==> src/rtl/plg_pkg.sv <==
package plg_pkg;

  typedef logic [7:0] mubi8_t;

  localparam mubi8_t MUBI8_LOCKED   = 8'h96;
  localparam mubi8_t MUBI8_UNLOCKED = 8'h69;

  localparam int NUM_SW_PARTS = 3;
  localparam int HW_PART_IDX  = 3;

  typedef enum logic [1:0] {
    KIND_SW,
    KIND_HW,
    KIND_SECRET,
    KIND_LC
  } part_kind_e;

  // Partition kind is fixed by index; the last index is always life cycle.
  function automatic part_kind_e kind_of(int idx, int num_part);
    if (idx == num_part - 1) return KIND_LC;
    if (idx < NUM_SW_PARTS)  return KIND_SW;
    if (idx == HW_PART_IDX)  return KIND_HW;
    return KIND_SECRET;
  endfunction

  function automatic mubi8_t mubi8_encode(logic lock);
    return lock ? MUBI8_LOCKED : MUBI8_UNLOCKED;
  endfunction

  // Fail safe: only the exact unlocked pattern lets an access through.
  function automatic logic mubi8_blocks(mubi8_t v);
    return v != MUBI8_UNLOCKED;
  endfunction

endpackage

==> src/rtl/lg_lock_derive.sv <==
module lg_lock_derive
  import plg_pkg::*;
#(
  parameter part_kind_e KIND     = KIND_SW,
  parameter int         DIGEST_W = 64
) (
  input  logic [DIGEST_W-1:0] digest_i,
  input  logic                rd_en_i,
  output logic                rd_lock_o,
  output logic                wr_lock_o
);

  localparam int HALF_W = DIGEST_W / 2;

  logic dig_nz;
  logic unused_inputs;

  assign dig_nz = (|digest_i[HALF_W-1:0]) | (|digest_i[DIGEST_W-1:HALF_W]);
  assign unused_inputs = dig_nz ^ rd_en_i;

  generate
    if (KIND == KIND_SW) begin : g_sw
      assign rd_lock_o = ~rd_en_i;
      assign wr_lock_o = dig_nz;
    end else if (KIND == KIND_HW) begin : g_hw
      assign rd_lock_o = 1'b0;
      assign wr_lock_o = dig_nz;
    end else if (KIND == KIND_SECRET) begin : g_secret
      assign rd_lock_o = dig_nz;
      assign wr_lock_o = dig_nz;
    end else begin : g_lc
      assign rd_lock_o = 1'b0;
      assign wr_lock_o = 1'b0;
    end
  endgenerate

endmodule

==> src/rtl/lg_lock_reg.sv <==
module lg_lock_reg
  import plg_pkg::*;
(
  input  logic   clk_i,
  input  logic   rst_ni,
  input  logic   rd_lock_i,
  input  logic   wr_lock_i,
  output mubi8_t rd_mubi_o,
  output mubi8_t wr_mubi_o
);

  mubi8_t rd_q;
  mubi8_t wr_q;

  always_ff @(posedge clk_i or negedge rst_ni) begin
    if (!rst_ni) begin
      rd_q <= MUBI8_UNLOCKED;
      wr_q <= MUBI8_UNLOCKED;
    end else begin
      rd_q <= mubi8_encode(rd_lock_i);
      wr_q <= mubi8_encode(wr_lock_i);
    end
  end

  assign rd_mubi_o = rd_q;
  assign wr_mubi_o = wr_q;

endmodule

==> src/rtl/lg_path_gate.sv <==
module lg_path_gate #(
  parameter int NUM_PART = 8,
  parameter int DATA_W   = 32,
  localparam int PIDX_W  = $clog2(NUM_PART)
) (
  input  logic                clk_i,
  input  logic                rst_ni,
  input  logic [NUM_PART-1:0] rd_blk_i,
  input  logic [NUM_PART-1:0] wr_blk_i,
  input  logic                req_valid_i,
  output logic                req_ready_o,
  input  logic                req_we_i,
  input  logic [PIDX_W-1:0]   req_part_i,
  input  logic [DATA_W-1:0]   req_wdata_i,
  output logic                fwd_valid_o,
  input  logic                fwd_ready_i,
  output logic                fwd_we_o,
  output logic [PIDX_W-1:0]   fwd_part_o,
  output logic [DATA_W-1:0]   fwd_wdata_o,
  input  logic [DATA_W-1:0]   fwd_rdata_i,
  output logic                rsp_valid_o,
  output logic [DATA_W-1:0]   rsp_rdata_o,
  output logic                rsp_err_o
);

  logic sel_blk;
  logic accept;

  assign sel_blk = req_we_i ? wr_blk_i[req_part_i] : rd_blk_i[req_part_i];

  assign fwd_valid_o = req_valid_i & ~sel_blk;
  assign fwd_we_o    = req_we_i;
  assign fwd_part_o  = req_part_i;
  assign fwd_wdata_o = req_wdata_i;
  assign req_ready_o = sel_blk | fwd_ready_i;
  assign accept      = req_valid_i & req_ready_o;

  always_ff @(posedge clk_i or negedge rst_ni) begin
    if (!rst_ni) begin
      rsp_valid_o <= 1'b0;
      rsp_err_o   <= 1'b0;
      rsp_rdata_o <= '0;
    end else begin
      rsp_valid_o <= accept;
      rsp_err_o   <= accept & sel_blk;
      rsp_rdata_o <= (accept & ~sel_blk & ~req_we_i) ? fwd_rdata_i : '0;
    end
  end

endmodule

==> src/rtl/part_lock_gate.sv <==
module part_lock_gate
  import plg_pkg::*;
#(
  parameter int NUM_PART = 8,
  parameter int DATA_W   = 32,
  parameter int DIGEST_W = 64,
  localparam int PIDX_W  = $clog2(NUM_PART)
) (
  input  logic                         clk_i,
  input  logic                         rst_ni,
  input  logic [NUM_PART*DIGEST_W-1:0] digest_i,
  input  logic [NUM_PART-1:0]          sw_rd_en_i,
  input  logic                         bp_req_valid_i,
  output logic                         bp_req_ready_o,
  input  logic                         bp_req_we_i,
  input  logic [PIDX_W-1:0]            bp_req_part_i,
  input  logic [DATA_W-1:0]            bp_req_wdata_i,
  output logic                         bp_fwd_valid_o,
  input  logic                         bp_fwd_ready_i,
  output logic                         bp_fwd_we_o,
  output logic [PIDX_W-1:0]            bp_fwd_part_o,
  output logic [DATA_W-1:0]            bp_fwd_wdata_o,
  input  logic [DATA_W-1:0]            bp_fwd_rdata_i,
  output logic                         bp_rsp_valid_o,
  output logic [DATA_W-1:0]            bp_rsp_rdata_o,
  output logic                         bp_rsp_err_o,
  input  logic                         da_req_valid_i,
  output logic                         da_req_ready_o,
  input  logic                         da_req_we_i,
  input  logic [PIDX_W-1:0]            da_req_part_i,
  input  logic [DATA_W-1:0]            da_req_wdata_i,
  output logic                         da_fwd_valid_o,
  input  logic                         da_fwd_ready_i,
  output logic                         da_fwd_we_o,
  output logic [PIDX_W-1:0]            da_fwd_part_o,
  output logic [DATA_W-1:0]            da_fwd_wdata_o,
  input  logic [DATA_W-1:0]            da_fwd_rdata_i,
  output logic                         da_rsp_valid_o,
  output logic [DATA_W-1:0]            da_rsp_rdata_o,
  output logic                         da_rsp_err_o
);

  // Raw redundant lock bytes, one set per access path.
  logic [NUM_PART-1:0][7:0] bp_rd_mubi;
  logic [NUM_PART-1:0][7:0] bp_wr_mubi;
  logic [NUM_PART-1:0][7:0] da_rd_mubi;
  logic [NUM_PART-1:0][7:0] da_wr_mubi;

  // Decoded block decisions.
  logic [NUM_PART-1:0] bp_rd_blk;
  logic [NUM_PART-1:0] bp_wr_blk;
  logic [NUM_PART-1:0] da_rd_blk;
  logic [NUM_PART-1:0] da_wr_blk;

  for (genvar i = 0; i < NUM_PART; i++) begin : g_part
    logic rd_lock;
    logic wr_lock;

    lg_lock_derive #(
      .KIND     (kind_of(i, NUM_PART)),
      .DIGEST_W (DIGEST_W)
    ) u_derive (
      .digest_i  (digest_i[i*DIGEST_W +: DIGEST_W]),
      .rd_en_i   (sw_rd_en_i[i]),
      .rd_lock_o (rd_lock),
      .wr_lock_o (wr_lock)
    );

    // Separate registers per path so each set fails safe on its own.
    lg_lock_reg u_bp_lock (
      .clk_i     (clk_i),
      .rst_ni    (rst_ni),
      .rd_lock_i (rd_lock),
      .wr_lock_i (wr_lock),
      .rd_mubi_o (bp_rd_mubi[i]),
      .wr_mubi_o (bp_wr_mubi[i])
    );

    lg_lock_reg u_da_lock (
      .clk_i     (clk_i),
      .rst_ni    (rst_ni),
      .rd_lock_i (rd_lock),
      .wr_lock_i (wr_lock),
      .rd_mubi_o (da_rd_mubi[i]),
      .wr_mubi_o (da_wr_mubi[i])
    );

    assign bp_rd_blk[i] = mubi8_blocks(bp_rd_mubi[i]);
    assign bp_wr_blk[i] = mubi8_blocks(bp_wr_mubi[i]);
    assign da_rd_blk[i] = mubi8_blocks(da_rd_mubi[i]);
    assign da_wr_blk[i] = mubi8_blocks(da_wr_mubi[i]);
  end

  lg_path_gate #(
    .NUM_PART (NUM_PART),
    .DATA_W   (DATA_W)
  ) u_bp_gate (
    .clk_i       (clk_i),
    .rst_ni      (rst_ni),
    .rd_blk_i    (bp_rd_blk),
    .wr_blk_i    (bp_wr_blk),
    .req_valid_i (bp_req_valid_i),
    .req_ready_o (bp_req_ready_o),
    .req_we_i    (bp_req_we_i),
    .req_part_i  (bp_req_part_i),
    .req_wdata_i (bp_req_wdata_i),
    .fwd_valid_o (bp_fwd_valid_o),
    .fwd_ready_i (bp_fwd_ready_i),
    .fwd_we_o    (bp_fwd_we_o),
    .fwd_part_o  (bp_fwd_part_o),
    .fwd_wdata_o (bp_fwd_wdata_o),
    .fwd_rdata_i (bp_fwd_rdata_i),
    .rsp_valid_o (bp_rsp_valid_o),
    .rsp_rdata_o (bp_rsp_rdata_o),
    .rsp_err_o   (bp_rsp_err_o)
  );

  lg_path_gate #(
    .NUM_PART (NUM_PART),
    .DATA_W   (DATA_W)
  ) u_da_gate (
    .clk_i       (clk_i),
    .rst_ni      (rst_ni),
    .rd_blk_i    (da_rd_blk),
    .wr_blk_i    (da_wr_blk),
    .req_valid_i (da_req_valid_i),
    .req_ready_o (da_req_ready_o),
    .req_we_i    (da_req_we_i),
    .req_part_i  (da_req_part_i),
    .req_wdata_i (da_req_wdata_i),
    .fwd_valid_o (da_fwd_valid_o),
    .fwd_ready_i (da_fwd_ready_i),
    .fwd_we_o    (da_fwd_we_o),
    .fwd_part_o  (da_fwd_part_o),
    .fwd_wdata_o (da_fwd_wdata_o),
    .fwd_rdata_i (da_fwd_rdata_i),
    .rsp_valid_o (da_rsp_valid_o),
    .rsp_rdata_o (da_rsp_rdata_o),
    .rsp_err_o   (da_rsp_err_o)
  );

endmodule

==> config.mk <==
export PLATFORM = sky130hd
export DESIGN_NAME = part_lock_gate
export DESIGN_NICKNAME = d
export VERILOG_FILES = /design/src/rtl/plg_pkg.sv /design/src/rtl/lg_lock_derive.sv /design/src/rtl/lg_lock_reg.sv /design/src/rtl/lg_path_gate.sv /design/src/rtl/part_lock_gate.sv
export SDC_FILE = /design/constraint.sdc
export NUM_CORES = 1
export LEC_CHECK = 0
export ABC_CLOCK_PERIOD_IN_PS = 2320
export CAP_MARGIN = 10
export CORE_AREA = 10 10 307 309
export DETAILED_ROUTE_END_ITERATION = 10
export DIE_AREA = 0 0 317 319
export GPL_TIMING_DRIVEN = 0
export SYNTH_ARGS = -nofsm -noshare
export SYNTH_HDL_FRONTEND = slang
export SYNTH_HIERARCHICAL = 1
export SYNTH_SLANG_ARGS = --single-unit
==> constraint.sdc <==
create_clock -name clk_i -period 2.32 [get_ports clk_i]
set_clock_uncertainty 0.05 [all_clocks]
set_input_delay 0.464 -clock clk_i [delete_from_list [all_inputs] [get_ports clk_i]]
set_output_delay 0.464 -clock clk_i [all_outputs]
set_load 0.05 [all_outputs]
### Yosys cells after proc, flatten, opt, wreduce, memory -nomap -nowiden

Index checks and enable logic that the tools add are counted.
W data, S select, Z words.

* flip-flop bits (word level): 148
* bits in latches: 0
* bits in writable memories: 0
* bits in read-only memories: 0
* output and inout port bits: 144
* logic and storage cells: 87
* memories kept: 0

* add/subtract/negate cells: 0
* $mul: 0
* div/mod/pow operators: 0
* magnitude comparators: 2
* equality and inequality tests: 10
* shift-type cells: 0
* mux-type cells: 22
* bitwise logic cells: 23
* reductions and logical operators: 14

Operators with widths (count)
* $reduce_or A32 Y1: 14
* $mux W8: 10
* $ne A8 B7 Y1 const B: 10
* $mux W32: 2
* $bmux W1 S3: 4
* $and A1 B1 Y1: 10
* $or A1 B1 Y1: 9
* $lt A3 B4 Y1 const B: 2
* $mux W1: 6
* $not A1 Y1: 4

### Longest topological paths before layout

Gate-level depths: netlist of the first run.

* depth in word-level cells: 9
* gate-level depth with buffers: 8
* gate-level depth less buffers: 6

### Cells and area by module

Netlist of the first run, hierarchy kept.

By module, submodules not included
* lg_lock_reg: times used 16, cells an instance 18, area an instance 200.2 µm²
* lg_path_gate: times used 2, cells an instance 133, area an instance 1580.3 µm²
* part_lock_gate: times used 1, cells an instance 96, area an instance 920.9 µm²
* lg_lock_derive at g_part[4].u_derive ...: times used 3, cells an instance 22, area an instance 146.4 µm²
* lg_lock_derive at g_part[0].u_derive ...: times used 3, cells an instance 22, area an instance 142.6 µm²
* lg_lock_derive at g_part[3].u_derive: times used 1, cells an instance 23, area an instance 150.1 µm²
* lg_lock_derive at g_part[7].u_derive: times used 1, cells an instance 3, area an instance 18.8 µm²

### Least setup slack after synthesis of the first run

OpenSTA, ideal clock, no wires.

* kind: reg2out
* start: register g_part[7].u_bp_lock/rd_mubi_o[6] (netlist name)
* end: output port bp_fwd_valid_o
* data arrival time: 2.016 ns
* data required time: 1.806 ns
* slack: -0.210 ns
* stages on the path, launching flop included: 8
* path buffers: 1
* cells stage by stage: dfstp_2 > buf_4 > and4bb_1 > nand2_1 > mux4_2 > nand2b_4 > nand3_1 > and3_1

RTL lines
* to (decl): line part_lock_gate.sv:18 `output logic bp_fwd_valid_o,`

### Worst setup path in the final report of the first run

* start: register g_part[4].u_da_lock.rd_q[6]
* end: output port da_fwd_valid_o

* cells in the longest elaborated chain, start to end: 6
* elaborated cells on any way between the ends: 8
* those cells by class: eq/ne (1); mux (5); bitwise (2)

Ends and longest elaborated chain
* from (decl): line lg_lock_reg.sv:12 `mubi8_t rd_q;`
* from (signal assigned): line lg_lock_reg.sv:20 `rd_q <= mubi8_encode(rd_lock_i);`
* $ne A8 B7 Y1 *
* named net da_rd_blk[4]: line part_lock_gate.sv:52 `logic [NUM_PART-1:0] da_rd_blk;`
* $bmux W1 S3: line lg_path_gate.sv:29 `assign sel_blk = req_we_i ? wr_blk_i[req_part_i] : rd_blk_i[req_part_i];`
* $mux W1 (not written as such): line lg_path_gate.sv:29
* $mux W1 *: line lg_path_gate.sv:29
* $not A1 Y1 *: line lg_path_gate.sv:31 `assign fwd_valid_o = req_valid_i & ~sel_blk;`
* $and A1 B1 Y1 *: line lg_path_gate.sv:31
* to (decl): line part_lock_gate.sv:32 `output logic da_fwd_valid_o,`

Mark *: on every way through the listed nets, which the timed path passes. The rest lies on a longest branch. The select of a mux whose other input is x is not followed.

==> summary.md, run 1 <==
| Metric | Value |
|---|---|
| VDD IR max | `roughly 520 uV` |
| DP Wirelength | `36400 um` |
| Clock sinks | `132` |
| Cell variety after synth | `27` |
| Clk pwr share | `a little under two fifths` |
| Global Route met3 Usage | `2.85%` |
| GR Overflow Total | `0` |
| Crit Path Class | `reg2out` |
| RSZ-0062 raised after global routing | `true` |
| Critical Path Sink Type | `primary output` |
| Critical Path Source | `g_part[4].u_da_lock/rd_mubi_o[6]` |
| Max Slew Vio Count | `0` |
| Leakage | `approximately 7.3 nW` |
| Post-route ant nets | `0` |
| Num CTS Buffers | `17` |
| Reg2reg start | `g_part[4].u_da_lock/rd_mubi_o[6]` |
| IO buf count | `668` |
| H-tree depth | `4` |
| Initial antenna violation count | `8` |
| Flop-to-flop setup slack | `-340 ps` |
| Hold Crit Depth | `4` |
| Worst Setup EP | `da_fwd_valid_o` |
| Worst Path Max Fanout | `4` |
| Most used routing layer | `met2` |
| Register area share after synthesis | `40.2%` |
| Clock-pin slew on the worst setup and hold paths | `80 ps` |
| P per Cell Area | `393 nW/um^2` |
| Fin crit share | `128%` |
| Largest net degree at the start of global routing | `89` |
| Die width | `317 um` |
| Routability cong. | `0.833` |
| Register area | `3340 um^2` |
| # setup viols final | `68` |
| Initial Util | `9.46%` |
| Share of cells above drive strength 1 | `28.3%` |
| Post-layout min period | `2960 ps` |
| Syn avg cell area | `10.3 um^2` |
| Status | `complete, but fails checks` |
| Die Ht | `~320 um` |
| Comb power frac | `27.6%` |
| Row cnt | `approximately 110` |
| CP startpoint kind | `flop` |
| Mapped Cells | `808` |
| P_sw | `~2.0 mW` |
| Vias in the first global route | `8909` |
| Most common library cell in the layout ignoring fill and taps | `clkdlybuf4s50_1` |
| CTS tree | `built` |
| First-pass GRT wire length | `57800 um` |
| Commonest non-fill, non-tap cells in the layout | `clkdlybuf4s50_1, buf_4, nor4_1` |
| Die area | `101000 um^2` |
| Multi-input gate area | `2860 um^2` |
| Deepest clock path buffer count | `2` |
| Maximum clock rate | `around 340 MHz` |
| CP required | `1810 ps` |
| Max_cap viols | `0` |
| Arrival time worst endpoint | `2450 ps` |
| Vias per cell | `3.04` |
| Sum of negative setup slack | `-14590 ps` |
| Worst hold path class | `in2reg` |
| Met1 usage | `8.24%` |
| Residual DRC | `0` |
| Wire per inst | `15.2 um` |
| Skew-Pair Late Insertion Delay | `470 ps` |
| Fillers | `9624` |
| Fin. Hold Viols | `0` |
| FF-to-FF path depth | `12` |
| Relative max-transition margin | `a little over half` |
| First-pass iteration count of the detailed router | `4` |
| Final wirelength | `41000 um` |
| Reg-to-Reg End | `u_da_gate/rsp_rdata_o[24]` |
| Grt met2 use | `around 14%` |
| Worst hold margin | `roughly 430 ps` |
| Mapped Area | `8320 um^2` |
| CORE AREA | `88000 um^2` |
| Area Overhead vs Synth | `113%` |
| Synth Register Bits | `132` |
| Violated checks | `negative setup slack` |
| Aggregate global-route resource usage | `7.79%` |
| Setup WS post-layout | `-643 ps` |
| Cell-internal power | `4.96 mW` |
| Worst slew pin tran | `~700 ps` |
| Seq pwr share | `34.3%` |
| YS warnings | `6` |
| Net Sw Frac | `28.6%` |
| Total number of vias | `between 8000 and 9000` |
| Top Ports | `approximately 810` |
| Root Driver | `clkbuf_16` |
| Starting DRT DRC Count | `215` |
| Fin nets | `2185` |
-- critical path, stage by stage, from the launching register on --
cell and delay [ps]:
dfstp_2 560, buf_4 100, and4bb_1 180, nand2_1 80, mux4_2 480, nand2b_4 170
nand3_4 80, and3_4 190, buf_8 140
-- cell families after synthesis --
| group | count (synthesis) | share of synthesized area, % |
|---|---|---|
| other cells | 2 | 0.0903 |
| flops | 132 | 40.2 |
| compound gates | 14 | 1.44 |
| simple gates | 325 | 28.9 |
| buf+inv | 321 | 27.4 |
| mux | 14 | 1.98 |
-- flip-flops by register name (all words and copies together), names as in the netlist --
name,count
u_bp_gate/rsp_valid_o,1
u_bp_gate/rsp_rdata_o,32
g_part.u_bp_lock/rd_mubi_o,16
u_da_gate/rsp_valid_o,1
g_part.u_da_lock/wr_mubi_o,16
g_part.u_da_lock/rd_mubi_o,16
u_da_gate/rsp_rdata_o,32
u_da_gate/rsp_err_o,1
g_part.u_bp_lock/wr_mubi_o,16
u_bp_gate/rsp_err_o,1
-- layer usage --
metal	vias to the layer above	routed length, um
li1	4050	-
met1	3745	15200
met2	378	21200
met3	45	3750
met4	6	813
met5	-	45
-- power by group through the flow --
stage / clock network [mW] / logic, mW / registers, mW
after detailed placement: 0 / 1.86 / 2.42
after floorplan: 0 / 0.564 / 2.50
after global placement: 0 / 1.85 / 2.42
final: 2.65 / 1.92 / 2.38
after global routing: 2.86 / 2.02 / 2.39
after CTS: 2.77 / 1.92 / 2.38
-- cell usage after synthesis --
cell type  instances  share of area, %
nand3_1            6              0.36
buf_4            270                24
or3_1              2              0.15
dfstp_2           32                10
nand2_1           34               1.5
and2_1            64               4.8
mux2i_1           12               1.4
nand2b_1           2              0.15
o32ai_1            4              0.42
nand2b_4           2              0.33
nor4_1           105               7.9
or4_1              7              0.63
nor2_1             2             0.090
mux4_2             2              0.54
nor4_2             7               1.1
nand4_1           28               2.1
buf_6              8               1.1
a31oi_1            2              0.15
and3_1             2              0.15
inv_1             41               1.8
dfrtp_1          100                30
a21oi_1            4              0.24
conb_1             2             0.090
a31oi_4            2              0.51
o21ai_0            2              0.12
clkbuf_2           2              0.12
and4bb_1          64               9.6
-- repair_timing --
action / CTS / global route
setup endpoints to repair: 78 / 68
setup buffers: 15 / 8
cloned: 5 / 1
hold buffers: 1 / 0
endpoints found under the hold margin: 29 / 0
pin swaps: 6 / 23
resized for setup: 65 / 40
-- per-stage QoR --
stage          utilization, %  instances  total power, mW  area (um^2)  setup slack, ps
2_1_floorplan               -        809             3.07         8370             6.43
3_3_place_gp             18.8       2642             4.27        16500            -4910
3_5_place_dp             18.8       2643             4.29        16500            -1120
4_1_cts                  19.9       2696             7.07        17500             -706
5_1_grt                  20.1       2703             7.27        17700             -772
6_report                 20.1       2705             6.95        17700             -643
-- worst min path at each step --
stage                      from  slack (ps)                                to
6_report       bp_req_part_i[2]         430             u_bp_gate/rsp_valid_o
5_1_grt                  rst_ni         450             u_bp_gate/rsp_valid_o
4_1_cts        bp_req_part_i[2]         400             u_bp_gate/rsp_valid_o
3_5_place_dp             rst_ni         370         u_bp_gate/rsp_rdata_o[10]
3_3_place_gp   bp_req_part_i[2]         900               u_bp_gate/rsp_err_o
2_1_floorplan            rst_ni         120  g_part[0].u_bp_lock/rd_mubi_o[4]
-- final cells by class --
class	count	share of cell area (%)
diodes	4	0.0566
plain buffers	279	12.1
clock buffers	17	2.40
clock inverters	15	0.771
inverters	41	0.870
multi-input cells	356	16.2
flip-flops and latches	132	18.9
well taps	1165	8.24
repair buffers	696	40.5
Note: power is estimated with default switching activity, not from simulation.
==> run 2: changes to the inputs <==
--- a/config.mk
+++ b/config.mk
@@ -5,7 +5,8 @@
 export SDC_FILE = /design/constraint.sdc
 export NUM_CORES = 1
 export LEC_CHECK = 0
-export ABC_CLOCK_PERIOD_IN_PS = 2320
+export ABC_AREA = 1
+export ABC_CLOCK_PERIOD_IN_PS = 2800
 export CAP_MARGIN = 10
 export CORE_AREA = 10 10 307 309
 export DETAILED_ROUTE_END_ITERATION = 10
==> constraint.sdc (replaced) <==
create_clock -name clk_i -period 2.8 [get_ports clk_i]
set_clock_uncertainty 0.05 [all_clocks]
set_input_delay 0.56 -clock clk_i [delete_from_list [all_inputs] [get_ports clk_i]]
set_output_delay 0.56 -clock clk_i [all_outputs]
set_load 0.05 [all_outputs]
==> run 2 against run 1 <==
Flip-flop and latch count stayed put. Core utilization up 1.3 points. Highest routed layer is now met4. Critical path type unchanged. Combinational power is 10% lower. Clock power fell by 3%. The flow now finishes without violations. Register-to-register slack better by 830 ps. Area after synthesis rose by 16%. Critical endpoint is now bp_fwd_valid_o. Largest power group unchanged. Wire length up 8.8%.
==> summary.md, run 2 <==
| Metric | Value |
|---|---|
| Status | `completed` |
| Commonest non-fill, non-tap cells in the layout | `clkdlybuf4s50_1, nor2_1, nand2_1` |
| IO buf count | `670` |
| Share of cells above drive strength 1 | `between 20% and 30%` |
| Largest delay share family, worst path | `simple AND/OR/NAND/NOR gates` |
| Die width | `317 um` |
| Deepest clock path buffer count | `2` |
| Worst slew pin tran | `775 ps` |
| Cell Area, Placed | `17900 um^2` |
| Starting DRT DRC Count | `282` |
| Synth cell count leaders | `nor2_1, nand2_1, buf_4` |
| Sum of negative setup slack | `0 ps` |
| Critical Path Sink Type | `primary output` |
| Max_cap viols | `0` |
| Count leader, synth | `nor2_1` |
| VDD IR max | `442 uV` |
| Arrival time worst endpoint | `2180 ps` |
| Fin. Hold Viols | `0` |
| Initial Util | `11.0%` |
| Fillers | `around 9800` |
| Worst hold path class | `in2async` |
| Wire per inst | `13.3 um` |
| Max Slew Vio Count | `0` |
| CP startpoint kind | `flop` |
| Routability cong. | `0.779` |
| Aggregate global-route resource usage | `8.46%` |
| Synth Register Bits | `132` |
| Row cnt | `109` |
| FF-to-FF path depth | `14` |
| Fin nets | `2839` |
| Cell area after layout | `18800 um^2` |
| Mapped Area | `9670 um^2` |
| H-tree depth | `4` |
| GR Overflow Total | `0` |
| Mapped Cells | `1478` |
| Residual DRC | `0` |
| CTS tree | `built` |
| Cell variety after synth | `15` |
| Crit Path Class | `reg2out` |
| Most frequent CP cell | `nand2_1` |
| Root Driver | `clkbuf_16` |
| Top Registers | `u_bp_gate/rsp_rdata_o x32, u_da_gate/rsp_rdata_o x32` |
| Post-synth EDFFs | `0` |
| Reg-to-Reg End | `u_bp_gate/rsp_rdata_o[2]` |
| Clock sinks | `between 100 and 150` |
| Most used DFF post-synth | `dfrtp_1` |
| Leakage | `8.94 nW` |
| Critical-path top delay cell | `dfstp_2` |
| Top cells by area, synth | `dfrtp_1, buf_4, nor2_1` |
| Die area | `101000 um^2` |
| Largest net degree at the start of global routing | `90` |
| Register area | `around 3300 um^2` |
| Skew-Pair Late Insertion Delay | `460 ps` |
| CORE AREA | `88000 um^2` |
| Maximum clock rate | `358 MHz` |
| # setup viols final | `0` |
| Most common library cell in the layout ignoring fill and taps | `clkdlybuf4s50_1` |
| Relative max-transition margin | `48.2%` |
| Vias in the first global route | `10400` |
| Vias per cell | `2.99` |
| Clock-pin slew on the worst setup and hold paths | `60 ps` |
| CP Depth | `12` |
| CP Cell Sequence | `buf_4 > nand2_1 > nor2_2 > nand2_1 > inv_1 > nand2_1 > o211ai_1 > nand3_1 > nand3_4 > nand2_4 > nor2_4 > buf_8` |
| P per Cell Area | `333 nW/um^2` |
| DP Wirelength | `39500 um` |
| First-pass GRT wire length | `approximately 63000 um` |
| Yosys top cell area share | `~26%` |
| Die Ht | `319 um` |
| Worst Path Buf+Inv | `3` |
| Syn avg cell area | `6.54 um^2` |
| Final wirelength | `~45000 um` |
| Fin crit share | `99.6%` |
| Async set or reset register ratio after synthesis | `100%` |
| CP required | `2190 ps` |
| Post-route ant nets | `0` |
| Multi-input gate area | `roughly 3400 um^2` |
| Worst Path Max Fanout | `4` |
| Slowest Stage Delay on Critical Path | `560 ps` |
| Reg2reg start | `g_part[5].u_bp_lock/wr_mubi_o[5]` |
| Top Ports | `806` |
| Register area share after synthesis | `34.6%` |
| Area Overhead vs Synth | `94.5%` |
| YS warnings | `6` |
| Total number of vias | `around 10000` |
| First-pass iteration count of the detailed router | `4` |
| Biggest area consumer among synthesized cells | `dfrtp_1` |
| Worst hold margin | `between 500 and 600 ps` |
| RSZ-0062 raised after global routing | `true` |
| Post-layout min period | `~2800 ps` |
| Initial antenna violation count | `7` |
| Flop-to-flop setup slack | `a little under 500 ps` |
| Num CTS Buffers | `17` |
==> run 2: worst max path at each step <==
stage                                     startpoint                          endpoint  slack (ps)
global route        g_part[5].u_bp_lock/wr_mubi_o[5]                    bp_fwd_valid_o        -180
floorplan           g_part[5].u_bp_lock/wr_mubi_o[5]                    bp_fwd_valid_o         340
global placement                              rst_ni  g_part[1].u_da_lock/wr_mubi_o[4]       -4880
detailed placement                  bp_req_part_i[1]                    bp_fwd_valid_o        -690
finish              g_part[5].u_bp_lock/wr_mubi_o[5]                    bp_fwd_valid_o          10
CTS                 g_part[5].u_bp_lock/wr_mubi_o[5]                    bp_fwd_valid_o         -80
==> run 2: where the power goes <==
group	switching [mW]	internal, mW	leakage [nW]
combinational	0.707	1.01	7.03
clock	0.958	1.61	0.322
sequential	0.0238	1.95	1.58
==> run 2: routing by layer <==
metal | global-route usage (%) | wire, um
met1 | 9.59 | 17600
met2 | 14.5 | 21900
met3 | 3.13 | 4230
met4 | 2.63 | 872
met5 | 0 | 0
==> run 2: stage by stage <==
stage,util [%],setup WS (ps),power [mW],instances
CTS,21.1,-83.4,6.37,3350
global route,21.4,-183,6.57,3357
floorplan,-,336,2.66,1479
finish,21.4,10.1,6.27,3359
global placement,20.3,-4880,3.68,3314
detailed placement,20.3,-687,3.70,3315
==> run 2: cell families after synthesis <==
kind of cell | Yosys count | synth area share [%]
other cells | 2 | 0.0776
compound gates | 4 | 0.259
buf+inv | 537 | 32.0
simple gates | 803 | 33.1
flops | 132 | 34.6
==> run 2: what timing repair did <==
action / 4_1_cts / 5_1_grt
pin swaps: 2 / 30
endpoints found under the setup margin: 5 / 5
hold endpoints to repair: 43 / 0
resized for setup: 33 / 55
setup buffers: 2 / 5
hold buffers: 1 / 0
==> run 2: cell type report <==
type	count	share of cell area (%)
Antenna cell	4	0.0532
Buffer	278	11.4
Clock buffer	18	2.33
Clock inverter	14	1.19
Inverter	259	5.19
Multi-Input combinational cell	810	18.1
Sequential cell	132	17.8
Tap cell	1165	7.75
Timing Repair Buffer	679	36.3
